**config.mk**
```make
export PLATFORM = sky130hd
export DESIGN_NAME = vga_sync_gen
export DESIGN_NICKNAME = d
export VERILOG_FILES = /design/src/rtl/vga_sync_pkg.sv /design/src/rtl/vga_line_counter.sv /design/src/rtl/vga_frame_counter.sv /design/src/rtl/vga_sync_decode.sv /design/src/rtl/vga_sync_gen.sv
export SDC_FILE = /design/constraint.sdc
export NUM_CORES = 1
export LEC_CHECK = 0
export BUFFER_PORTS_ARGS = -buffer_cell sky130_fd_sc_hd__buf_4
export CORE_AREA = 3 3 49 51
export DETAILED_ROUTE_END_ITERATION = 10
export DIE_AREA = 0 0 52 54
export HOLD_SLACK_MARGIN = 0.02
export PLACE_DENSITY_LB_ADDON = 0.08
export SLEW_MARGIN = 20
export SYNTH_ARGS = -nofsm -noshare
export SYNTH_HDL_FRONTEND = slang
export SYNTH_SLANG_ARGS = --single-unit
```
**constraint.sdc**
```tcl
create_clock -name clk -period 3.49 [get_ports clk]
set_input_delay 0.698 -clock clk [delete_from_list [all_inputs] [get_ports clk]]
set_output_delay 0.698 -clock clk [all_outputs]
set_load 0.005 [all_outputs]
```
**src/rtl/vga_sync_pkg.sv**
```systemverilog
package vga_sync_pkg;
  // Default raster geometry shared across the design
  localparam int DEF_H_TOTAL  = 768;
  localparam int DEF_V_TOTAL  = 525;
  localparam int DEF_H_ACTIVE = 640;
  localparam int DEF_V_ACTIVE = 480;
  localparam int DEF_H_SYNC   = 16;

  typedef struct packed {
    logic hs;
    logic vs;
  } sync_pair_t;
endpackage

```
**src/rtl/vga_line_counter.sv**
```systemverilog
module vga_line_counter #(
  parameter int H_TOTAL = 768,
  parameter int X_W     = $clog2(H_TOTAL)
) (
  input  logic           clk,
  input  logic           rst,
  output logic [X_W-1:0] cx,
  output logic           line_end
);
  localparam logic [X_W-1:0] X_LAST = X_W'(H_TOTAL - 1);

  assign line_end = (cx == X_LAST);

  always_ff @(posedge clk) begin
    if (rst)           cx <= '0;
    else if (line_end) cx <= '0;
    else               cx <= cx + 1'b1;
  end

  // wrap after the last column
  assert_x_wrap_R1: assert property (@(posedge clk) disable iff (rst)
    (cx == X_LAST) |=> (cx == '0));
  // step by one elsewhere
  assert_x_step_R1: assert property (@(posedge clk) disable iff (rst)
    (cx != X_LAST) |=> (cx == $past(cx) + 1'b1));
endmodule

```
**src/rtl/vga_frame_counter.sv**
```systemverilog
module vga_frame_counter #(
  parameter int V_TOTAL = 525,
  parameter int Y_W     = $clog2(V_TOTAL)
) (
  input  logic           clk,
  input  logic           rst,
  input  logic           advance,
  output logic [Y_W-1:0] cy
);
  localparam logic [Y_W-1:0] Y_LAST = Y_W'(V_TOTAL - 1);

  always_ff @(posedge clk) begin
    if (rst)            cy <= '0;
    else if (advance) begin
      if (cy == Y_LAST) cy <= '0;
      else              cy <= cy + 1'b1;
    end
  end

  // line count holds between line ends
  assert_y_hold_R2: assert property (@(posedge clk) disable iff (rst)
    !advance |=> $stable(cy));
  // wrap at the last line
  assert_y_wrap_R2: assert property (@(posedge clk) disable iff (rst)
    (advance && cy == Y_LAST) |=> (cy == '0));
endmodule

```
**src/rtl/vga_sync_decode.sv**
```systemverilog
module vga_sync_decode
  import vga_sync_pkg::*;
#(
  parameter int H_ACTIVE   = 640,
  parameter int V_ACTIVE   = 480,
  parameter int H_SYNC_LEN = 16,
  parameter int X_W        = 10,
  parameter int Y_W        = 10
) (
  input  logic           clk,
  input  logic           rst,
  input  logic [X_W-1:0] cx,
  input  logic [Y_W-1:0] cy,
  output sync_pair_t     sync_q,
  output logic           active
);
  localparam int HS_SHIFT = $clog2(H_SYNC_LEN);
  localparam logic [X_W-1:0] X_VIS = X_W'(H_ACTIVE);
  localparam logic [Y_W-1:0] Y_VIS = Y_W'(V_ACTIVE);

  sync_pair_t sync_d;

  always_comb begin
    sync_d.hs = (cx[X_W-1:HS_SHIFT] == '0);
    sync_d.vs = (cy == '0);
  end

  always_ff @(posedge clk) begin
    if (rst) sync_q <= '0;
    else     sync_q <= sync_d;
  end

  assign active = (cx < X_VIS) && (cy < Y_VIS);
endmodule

```
**src/rtl/vga_sync_gen.sv**
```systemverilog
module vga_sync_gen
  import vga_sync_pkg::*;
#(
  parameter int H_TOTAL    = DEF_H_TOTAL,
  parameter int V_TOTAL    = DEF_V_TOTAL,
  parameter int H_ACTIVE   = DEF_H_ACTIVE,
  parameter int V_ACTIVE   = DEF_V_ACTIVE,
  parameter int H_SYNC_LEN = DEF_H_SYNC,
  parameter int X_W        = $clog2(H_TOTAL),
  parameter int Y_W        = $clog2(V_TOTAL)
) (
  input  logic           clk,
  input  logic           rst,
  output logic [X_W-1:0] pos_x,
  output logic [Y_W-1:0] pos_y,
  output logic           active,
  output logic           hsync_n,
  output logic           vsync_n
);
  logic       line_end;
  sync_pair_t sync_q;

  vga_line_counter #(.H_TOTAL(H_TOTAL), .X_W(X_W)) u_line (
    .clk(clk), .rst(rst), .cx(pos_x), .line_end(line_end));

  vga_frame_counter #(.V_TOTAL(V_TOTAL), .Y_W(Y_W)) u_frame (
    .clk(clk), .rst(rst), .advance(line_end), .cy(pos_y));

  vga_sync_decode #(.H_ACTIVE(H_ACTIVE), .V_ACTIVE(V_ACTIVE),
    .H_SYNC_LEN(H_SYNC_LEN), .X_W(X_W), .Y_W(Y_W)) u_dec (
    .clk(clk), .rst(rst), .cx(pos_x), .cy(pos_y),
    .sync_q(sync_q), .active(active));

  assign hsync_n = ~sync_q.hs;
  assign vsync_n = ~sync_q.vs;

  // last low cycle of the horizontal pulse
  assert_hs_low_R3: assert property (@(posedge clk) disable iff (rst)
    (pos_x == X_W'(H_SYNC_LEN)) |-> !hsync_n);
  // pulse has ended one column later
  assert_hs_end_R3: assert property (@(posedge clk) disable iff (rst)
    (pos_x == X_W'(H_SYNC_LEN + 1)) |-> hsync_n);
  // vertical pulse spans the line after line zero
  assert_vs_low_R5: assert property (@(posedge clk) disable iff (rst)
    (pos_y == '0 && pos_x == X_W'(1) && $past(pos_y) == '0) |-> !vsync_n);
  // vertical pulse released on line one
  assert_vs_end_R5: assert property (@(posedge clk) disable iff (rst)
    (pos_y == Y_W'(1) && pos_x == X_W'(1)) |-> vsync_n);
  // reset drives syncs high
  assert_rst_idle_R7: assert property (@(posedge clk)
    rst |=> (hsync_n && vsync_n && pos_x == '0 && pos_y == '0));
endmodule

```
==> results.json <==
{
  "outcome": "finished, final reports clean",
  "first_pass_iters": 4,
  "hold_viol": 0,
  "crit_slowest_cell": "nor4b_4",
  "postRouteWirelength_um": 2360,
  "drt-initial-drc-count": 15,
  "postCtsHoldBufs": 0,
  "utilization_pct": 65.8,
  "period_minus_slack_ps": 2200,
  "ys_types": 33,
  "rows": 16,
  "synthTopCellsByArea": "dfxtp_1, a21oi_1, nor3_1",
  "coreArea_um2": 1980,
  "p_per_area_nw_per_um2": 304,
  "syn-num-nets": 134,
  "swShare_pct": 22.9,
  "synth_cells": 129,
  "place_inst": 174,
  "synth_most_common_cell": "dfxtp_1",
  "nets": 157,
  "grt_pass1_wl_um": 3970,
  "drive_gt1_share_pct": 20.0,
  "p_leak_nw": 0.475,
  "yosysWarnings": 0,
  "dieArea_um2": 2810,
  "dieHeight_um": 54,
  "synth_area_um2": 1090,
  "grt_max_degree": 27,
  "setup_viol": 0,
  "dr_total_vias": 1051,
  "ys_async_sr_fraction_pct": 0,
  "synth_edf_count": 0,
  "grt-ovfl-total": 0,
  "cts_tree": "yes",
  "slew_headroom_pct": 41.2,
  "worst_slew_pin_slew_ps": 878,
  "clk_latency_ps": 310,
  "pin_count": 25,
  "ys_ff_latch": 22,
  "clk_pin_slew_ps": 120,
  "numPortBuffers": 24,
  "ys.flop_type": "dfxtp_1",
  "fin_cells": 177,
  "cp_max_fo": 18,
  "grt_pass1_vias": 900,
  "fin_crit_sh_pct": 63.1,
  "maxCapViolations": 0,
  "grt_setup_unrepaired": "false",
  "htree_num_levels": 1,
  "start_util_pct": 55.2,
  "hp-class": "flop to flop",
  "fin_skew_ps": 8.99,
  "track_usage_pct": 18.8,
  "max_freq_ghz": 0.454,
  "cts_setup_buffers": 0,
  "yosys.area.top_type_share_pct": 40.3,
  "comb_power_share_pct": 4.7,
  "p_clk_share_pct": 29.8,
  "detail-route-antenna-nets": 0,
  "hpwl_um": 1660,
  "yosys-top-cells-count": "dfxtp_1, a21oi_1, nand2_1, nor3_1, o21ai_0",
  "wire_per_inst_um": 13.3,
  "slew_violations": 0,
  "fillers": 189,
  "diodes": 0,
  "vdd_drop_max_mv": 0.253,
  "via_per_inst": 5.94,
  "switching_power_mw": 0.0906,
  "power_frac_seq_pct": 65.5,
  "slowest_delay_ps": 820,
  "crit_chain": "ha_1, nand3_2, nor4b_4, a41oi_1, a311oi_1",
  "synth_area_leader_cell": "dfxtp_1",
  "cp-start-kind": "flop",
  "antenna_found_initial": 0,
  "ys_seq_area_share_pct": 40.3,
  "arrival_ps": 2440,
  "cts_root_buf": "clkbuf_4",
  "place_congestion": 0.796,
  "cts_inserted_buffers": 3,
  "worstSetupPathType": "flop to flop",
  "worstPathRequired_ps": 3730,
  "worst_setup_path_end_kind": "flop",
  "avgSynthCellArea_um2": 8.48,
  "clock-sinks": 22,
  "cts.path.max_buffers": 2,
  "fin_setup_tns_ps": 0,
  "drc": 0,
  "ctsResizeCount": 0,
  "p_int_mw": 0.306,
  "die_x_um": 52,
  "syn_to_final_growth_pct": 19.2
}
-- power groups by stage --
stage / clock network [mW] / logic [mW] / registers, mW
6_report: 0.118 / 0.0187 / 0.259
5_1_grt: 0.124 / 0.0211 / 0.260
4_1_cts: 0.117 / 0.0190 / 0.259
3_5_place_dp: 0 / 0.0189 / 0.265
3_3_place_gp: 0 / 0.0189 / 0.265
2_1_floorplan: 0 / 0.0103 / 0.265
-- cell type report --
cell class              count  area [µm²]  share of cell area, %
well taps                  27        33.8                   2.59
multi-input cells          94         601                   46.1
repair buffers             24         180                   13.8
flip-flops and latches     22         440                   33.8
clock buffers               3        22.5                   1.73
inverters                   7        26.3                   2.02
-- final timing paths --
path           startpoint            end  slack (ps)  cells after the start
max          u_line.cx[0]  u_frame.cy[3]        1290                      5
max reg2reg  u_line.cx[0]  u_frame.cy[3]        1290                      5
min          u_line.cx[0]   u_line.cx[0]         530                      1
min reg2reg  u_line.cx[0]   u_line.cx[0]         530                      1
-- metrics by stage --
step | power (mW) | cell area, µm² | setup slack [ps] | hold slack (ps)
after floorplan | 0.275 | 1090 | 1730 | 494
after global placement | 0.283 | 1280 | 1400 | 493
after detailed placement | 0.284 | 1280 | 1330 | 514
after CTS | 0.396 | 1300 | 1310 | 530
after global routing | 0.405 | 1300 | 1130 | 553
final | 0.396 | 1300 | 1290 | 530
-- critical path, delay by kind of cell, from the launching register on --
kind	cells	cell delay, ps
flip-flops	1	410
AO/OA/AOI/OAI	2	460
adder cells (fa/ha/maj)	1	240
AND/OR/NAND/NOR	2	1010
-- sequential cells by signal, indices dropped and copies added, names as in the netlist --
name	count
u_line.cx	10
u_frame.cy	10
u_dec.sync_q	2
-- kinds of logic after synthesis --
| kind of cell | after synthesis | share of synthesized area, % |
|---|---|---|
| AO/OA/AOI/OAI | 29 | 15.7 |
| AND/OR/NAND/NOR | 57 | 31.8 |
| flip-flops | 22 | 40.3 |
| buffers and inverters | 13 | 4.81 |
| XOR/XNOR | 5 | 4.00 |
| adder cells (fa/ha/maj) | 3 | 3.43 |
-- cell usage in the layout (no fill, tap or decap), types with 2 or more instances in the layout --
master    count
buf_4        24
nor2_1        5
or3_1         5
nand3_1       7
clkbuf_4      3
a21oi_1      11
o21ai_0       8
dfxtp_1      22
a311oi_1      3
ha_1          3
nor3_1        8
nor4_1        2
nand2b_1      3
a31oi_1       3
inv_1         7
nand4_1       4
nand2_1       8
xnor2_1       4
or4_1         2
o32ai_1       2
and3_1        4
-- layer usage --
| layer | vias up | routed length (µm) | track usage (%) |
|---|---|---|---|
| li1 | 526 | - | - |
| met2 | 29 | 1040 | 28.7 |
| met4 | 0 | 38 | 7.86 |
| met5 | - | 0 | 0 |
| met3 | 5 | 121 | 2.49 |
| met1 | 491 | 1160 | 26.5 |
Power figures use the tool's default switching activity.
